### config.mk
export PLATFORM = sky130hd
export DESIGN_NAME = tiny_seq_cpu
export DESIGN_NICKNAME = d
export VERILOG_FILES = /design/src/rtl/tiny_cpu_pkg.sv /design/src/rtl/tcpu_prog_mem.sv /design/src/rtl/tcpu_reg_file.sv /design/src/rtl/tcpu_exec_unit.sv /design/src/rtl/tcpu_sequencer.sv /design/src/rtl/tiny_seq_cpu.sv
export SDC_FILE = /design/constraint.sdc
export NUM_CORES = 1
export LEC_CHECK = 0
export BUFFER_PORTS_ARGS = -buffer_cell sky130_fd_sc_hd__buf_2
export CORE_UTILIZATION = 50
export CTS_BUF_LIST = sky130_fd_sc_hd__clkbuf_4 sky130_fd_sc_hd__clkbuf_8 sky130_fd_sc_hd__clkbuf_16
export CTS_CLUSTER_SIZE = 14
export DETAILED_ROUTE_END_ITERATION = 12
export PLACE_DENSITY = 0.67
export SLEW_MARGIN = 30
export SYNTH_ARGS = -nofsm -noshare
export SYNTH_HDL_FRONTEND = slang
export SYNTH_SLANG_ARGS = --single-unit
### constraint.sdc
create_clock -name clk -period 4.9 [get_ports clk]
set_input_delay 1.47 -clock clk [delete_from_list [all_inputs] [get_ports clk]]
set_output_delay 1.47 -clock clk [all_outputs]
set_load 0.005 [all_outputs]
### src/rtl/tiny_cpu_pkg.sv
package tiny_cpu_pkg;
  localparam logic [2:0] OP_LDC  = 3'd0;
  localparam logic [2:0] OP_ACC  = 3'd1;
  localparam logic [2:0] OP_DEC  = 3'd2;
  localparam logic [2:0] OP_JNZ  = 3'd3;
  localparam logic [2:0] OP_STOP = 3'd4;

  typedef enum logic [1:0] {
    ST_IDLE  = 2'd0,
    ST_FETCH = 2'd1,
    ST_EXEC  = 2'd2,
    ST_HALT  = 2'd3
  } seq_state_t;
endpackage

### src/rtl/tcpu_prog_mem.sv
module tcpu_prog_mem #(
  parameter int AW = 3,
  parameter int IW = 9
) (
  input  logic          clk,
  input  logic          wr_en,
  input  logic [AW-1:0] wr_addr,
  input  logic [IW-1:0] wr_data,
  input  logic          rd_en,
  input  logic [AW-1:0] rd_addr,
  output logic [IW-1:0] rd_q
);
  localparam int DEPTH = 1 << AW;

  logic [IW-1:0] mem [DEPTH];

  always_ff @(posedge clk) begin
    if (wr_en) mem[wr_addr] <= wr_data;
  end

  // Registered read port; its output register is the instruction register.
  always_ff @(posedge clk) begin
    if (rd_en) rd_q <= mem[rd_addr];
  end
endmodule

### src/rtl/tcpu_reg_file.sv
module tcpu_reg_file #(
  parameter int AW = 3,
  parameter int DW = 8
) (
  input  logic          clk,
  input  logic          rst,
  input  logic          we,
  input  logic [AW-1:0] waddr,
  input  logic [DW-1:0] wdata,
  input  logic [AW-1:0] ra_addr,
  output logic [DW-1:0] ra_data,
  input  logic [AW-1:0] rb_addr,
  output logic [DW-1:0] rb_data,
  input  logic [AW-1:0] rd_sel,
  output logic [DW-1:0] rd_q
);
  localparam int NREG = 1 << AW;

  logic [DW-1:0] regs [NREG];

  always_ff @(posedge clk) begin
    if (rst) begin
      for (int i = 0; i < NREG; i++) regs[i] <= '0;
    end else if (we) begin
      regs[waddr] <= wdata;
    end
  end

  always_ff @(posedge clk) begin
    if (rst) rd_q <= '0;
    else     rd_q <= regs[rd_sel];
  end

  assign ra_data = regs[ra_addr];
  assign rb_data = regs[rb_addr];
endmodule

### src/rtl/tcpu_exec_unit.sv
module tcpu_exec_unit
  import tiny_cpu_pkg::*;
#(
  parameter int FW = 3,
  parameter int DW = 8
) (
  input  logic            en,
  input  logic [3*FW-1:0] instr,
  input  logic [DW-1:0]   va,
  input  logic [DW-1:0]   vb,
  output logic            we,
  output logic [FW-1:0]   waddr,
  output logic [DW-1:0]   wdata,
  output logic            br_take,
  output logic            is_stop
);
  logic [FW-1:0] op, fa, fb;

  assign op = instr[3*FW-1 -: FW];
  assign fa = instr[2*FW-1 -: FW];
  assign fb = instr[FW-1:0];

  always_comb begin
    we      = 1'b0;
    waddr   = fb;
    wdata   = '0;
    br_take = 1'b0;
    is_stop = 1'b0;
    unique case (op)
      OP_LDC: begin
        we    = en;
        wdata = DW'(fa);
      end
      OP_ACC: begin
        we    = en;
        wdata = va + vb;
      end
      OP_DEC: begin
        we    = en;
        waddr = fa;
        wdata = va - DW'(fb);
      end
      OP_JNZ:  br_take = en && (va != '0);
      OP_STOP: is_stop = en;
      default: ;
    endcase
  end
endmodule

### src/rtl/tcpu_sequencer.sv
module tcpu_sequencer
  import tiny_cpu_pkg::*;
#(
  parameter int FW = 3
) (
  input  logic          clk,
  input  logic          rst,
  input  logic          start,
  input  logic          br_take,
  input  logic          is_stop,
  input  logic [FW-1:0] br_target,
  output logic          fetch_en,
  output logic          exec_en,
  output logic [FW-1:0] pc,
  output logic          halted,
  output seq_state_t    state
);
  always_ff @(posedge clk) begin
    if (rst) begin
      state  <= ST_IDLE;
      pc     <= '0;
      halted <= 1'b0;
    end else begin
      unique case (state)
        ST_IDLE:  if (start) state <= ST_FETCH;
        ST_FETCH: state <= ST_EXEC;
        ST_EXEC: begin
          if (is_stop) begin
            state  <= ST_HALT;
            halted <= 1'b1;
          end else begin
            state <= ST_FETCH;
            pc    <= br_take ? br_target : pc + 1'b1;
          end
        end
        default: state <= ST_HALT;
      endcase
    end
  end

  assign fetch_en = (state == ST_FETCH);
  assign exec_en  = (state == ST_EXEC);
endmodule

### src/rtl/tiny_seq_cpu.sv
module tiny_seq_cpu
  import tiny_cpu_pkg::*;
#(
  parameter int FW = 3,
  parameter int DW = 8
) (
  input  logic            clk,
  input  logic            rst,
  input  logic            start,
  input  logic            load_en,
  input  logic [FW-1:0]   load_addr,
  input  logic [3*FW-1:0] load_data,
  input  logic [FW-1:0]   rd_sel,
  output logic [DW-1:0]   rd_data,
  output logic            halted
);
  localparam int IW = 3 * FW;

  logic [IW-1:0] ir;
  logic [FW-1:0] pc;
  logic          fetch_en, exec_en;
  logic          rf_we, br_take, is_stop;
  logic [FW-1:0] rf_waddr;
  logic [DW-1:0] rf_wdata, ra_data, rb_data;
  seq_state_t    st;

  tcpu_prog_mem #(.AW(FW), .IW(IW)) u_mem (
    .clk     (clk),
    .wr_en   (load_en),
    .wr_addr (load_addr),
    .wr_data (load_data),
    .rd_en   (fetch_en),
    .rd_addr (pc),
    .rd_q    (ir)
  );

  tcpu_reg_file #(.AW(FW), .DW(DW)) u_rf (
    .clk     (clk),
    .rst     (rst),
    .we      (rf_we),
    .waddr   (rf_waddr),
    .wdata   (rf_wdata),
    .ra_addr (ir[2*FW-1 -: FW]),
    .ra_data (ra_data),
    .rb_addr (ir[FW-1:0]),
    .rb_data (rb_data),
    .rd_sel  (rd_sel),
    .rd_q    (rd_data)
  );

  tcpu_exec_unit #(.FW(FW), .DW(DW)) u_exec (
    .en      (exec_en),
    .instr   (ir),
    .va      (ra_data),
    .vb      (rb_data),
    .we      (rf_we),
    .waddr   (rf_waddr),
    .wdata   (rf_wdata),
    .br_take (br_take),
    .is_stop (is_stop)
  );

  tcpu_sequencer #(.FW(FW)) u_seq (
    .clk       (clk),
    .rst       (rst),
    .start     (start),
    .br_take   (br_take),
    .is_stop   (is_stop),
    .br_target (ir[FW-1:0]),
    .fetch_en  (fetch_en),
    .exec_en   (exec_en),
    .pc        (pc),
    .halted    (halted),
    .state     (st)
  );
endmodule

==> results_dict.tcl <==
set metrics [dict create \
    fin_tns_setup_ns 0 \
    finalCritPeriodShare_pct 85.42 \
    drive_gt1_share_pct 29.90 \
    p_per_area_nw_per_um2 380.5 \
    synth-seq-area-share_pct 58.38 \
    start_util_pct 51.65 \
    worstPathArrival_ns 4.45 \
    antenna_found_initial 0 \
    hold_buffers 0 \
    syn_to_final_growth_pct 12.48 \
    syn_avg_cell_area_sq_um 15.06 \
    die_w_um 128.0 \
    dp_hpwl_um 12740 \
    layout_min_cycle_time_ns 4.185 \
    synthCells 527 \
    finalInstanceArea_sq_um 8930 \
    cap_violations 0 \
    critPathKind "register to register" \
    wirelength_um 18680 \
    grt_pass1_wl_um 28850 \
    cts_buffer_depth 2 \
    path_delay_family "compound AO/OA/AOI/OAI gates" \
    synth_edf_count 145 \
    rsz0062_at_grt "no" \
    busiest_layer "met2" \
    cts_buffers 17 \
    rows 45 \
    drv_slew 0 \
    relSlewSlack_pct 40.33 \
    grt_max_degree 23 \
    die_h_um 128.0 \
    via_per_inst 6.156 \
    min_from "u_seq.halted" \
    finalHoldViolations 0 \
    grt_util_met3_pct 6.970 \
    whs_endpoint "u_seq.halted" \
    r2r-end "u_rf.regs[4][7]" \
    synth-seq-cells 159 \
    cts_sinks 159 \
    ys.flop_type "edfxtp_1" \
    cp.required_ns 5.16 \
    yosys.area.top_type "edfxtp_1" \
    drc 0 \
    clk_pin_slew_ns 0.06 \
    synth.area.top_cells "edfxtp_1 (55%), mux4_2 (17%), nor2_1 (4.1%), dfxtp_1 (3.5%), mux2i_1 (2.9%)" \
    worst_pin_slew_ns 0.8917 \
    pin_count 28 \
    cts_max_level 4 \
    min_path_type "register to register" \
    synthesis.nets 556 \
    wl_per_cell_um 23.86 \
    vdd.ir_drop.worst_mv 0.2635 \
    max_stage_delay_ns 0.61 \
    critPathCaptureType "register" \
    hold_depth 2 \
    postCtsSetupRepairBufs 0 \
    drtIter0Drc 624 \
    cts_tree "built" \
    dpl-instance-area_sq_um 8314 \
    ant_nets 0 \
    path_depth 14 \
    fin_util_pct 58.10 \
    floorplan.die_area_sq_um 16390 \
    timing.rr.start "u_mem.rd_q[0]" \
    core_sq_um 15370 \
    ys_warn_count 0 \
    synth_top_cell_area_share_pct 54.85 \
    vias 4820 \
    grt_pass1_vias 4882 \
    synth_most_common_cell "edfxtp_1" \
    drtPass1Iterations 5 \
    use_met1_pct 34.86 \
    grt.total_usage_pct 24.93 \
    clock.fmax_ghz 0.2389 \
    final_nets 588 \
    synth_common_cells "edfxtp_1 (145), nor2_1 (87), mux4_2 (60)" \
    rrSetupSlack_ns 0.71 \
    async_flop_share_pct 0 \
    root_buffer "clkbuf_16" \
    setup_viol 0 \
    clock_latency_ns 0.43 \
    leakage_nw 3.082 \
    ys_types 55 \
    port_buffers 27 \
    cts_resized 0 \
    crit_path_top_delay_cell "edfxtp_1" \
    globalplace.congestion 0.9141 \
    status "finished, final reports clean" \
    grt_use_met2_pct 37.60 \
    cp_cell_sequence "buf_4, mux2i_1, a22oi_1, nand2_1, ha_1, mux2i_1, ha_1, nor2b_1, o21ai_1, a21oi_1, o21a_1, o41ai_1, xnor3_2, nor3_2" \
    skew_ns 0.007437 \
    start_kind "register" \
    grt-ovfl-total 0 \
    ff2ff_path_depth 14 \
    crit_buf_inv 1 \
    diodes 0 \
    syn_area_sq_um 7939 \
    path_max_fanout 18 \
]
==> worst max-delay path by stage <==
stage                              from              end  slack (ns)
after floorplan           u_mem.rd_q[2]  u_rf.regs[0][7]        1.27
after global placement    u_mem.rd_q[0]  u_rf.regs[0][7]        0.87
after detailed placement  u_mem.rd_q[0]  u_rf.regs[4][7]        0.73
after CTS                 u_mem.rd_q[0]  u_rf.regs[4][7]        0.71
after global routing      u_mem.rd_q[0]  u_rf.regs[4][7]        0.35
final                     u_mem.rd_q[0]  u_rf.regs[4][7]        0.71
==> placed cells by master, fill, tap and decap left out, drive strengths merged, types with 7 or more instances in the layout <==
master | netlist | layout
edfxtp | 145 | 145
nor2 | 87 | 87
mux4 | 61 | 61
buf | 13 | 43
nand2 | 30 | 30
mux2i | 25 | 25
clkbuf | 17 | 17
mux2 | 17 | 17
nand2b | 15 | 15
inv | 7 | 15
dfxtp | 14 | 14
nor3 | 11 | 11
a21oi | 10 | 10
ha | 9 | 9
o21ai | 9 | 9
xnor2 | 7 | 7
==> final cells by class <==
| type | instances | area, sq um |
|---|---|---|
| clock buffer | 17 | 425.4 |
| clock inverter | 15 | 173.9 |
| fill | 1170 | 6441 |
| inverter | 7 | 26.28 |
| multi-input combinational | 331 | 3142 |
| sequential | 159 | 4636 |
| tap | 211 | 264.0 |
| timing repair buffer | 43 | 262.8 |
==> tightest hold or removal path, cell delays in order, from the launching register on <==
cell,delay (ns)
dfxtp_1,0.33
a31oi_1,0.04
nor2_1,0.07
==> metrics by stage <==
stage          hold slack (ns)  std cells  setup WS, ns  total power, mW
2_1_floorplan           0.4605        527         1.265            1.949
3_3_place_gp            0.4440        750        0.8712            2.066
3_5_place_dp            0.4529        750        0.7319            2.079
4_1_cts                 0.4682        782        0.7053            3.408
5_1_grt                 0.5257        783        0.3454            3.512
6_report                0.4668        783        0.7146            3.398
==> flip-flops by register name (all words and copies together) (netlist names) <==
signal	flops
u_seq.halted	1
u_rf.regs	64
u_mem.rd_q	9
u_seq.state	2
u_seq.pc	3
u_mem.mem	72
u_rf.rd_q	8
==> power by group <==
group          internal [mW]  total (mW)  switching [mW]
Sequential              1.53        1.59          0.0519
Combinational          0.210       0.471           0.260
Clock                  0.769        1.34           0.571
==> layer usage <==
metal	vias up	share of wire, %
li1	2110	-
met1	2491	43
met2	189	47
met3	30	7.4
met4	0	2.5
met5	-	0
==> cells by family after synthesis <==
group                    Yosys count  synth area share, %
buffers and inverters             37                2.175
adder cells (fa/ha/maj)           10                1.671
AO/OA/AOI/OAI                     39                3.247
AND/OR/NAND/NOR                  169                10.12
multiplexers                     103                23.12
flip-flops                       159                58.38
XOR/XNOR                          10                1.292
Power figures use the tool's default switching activity.
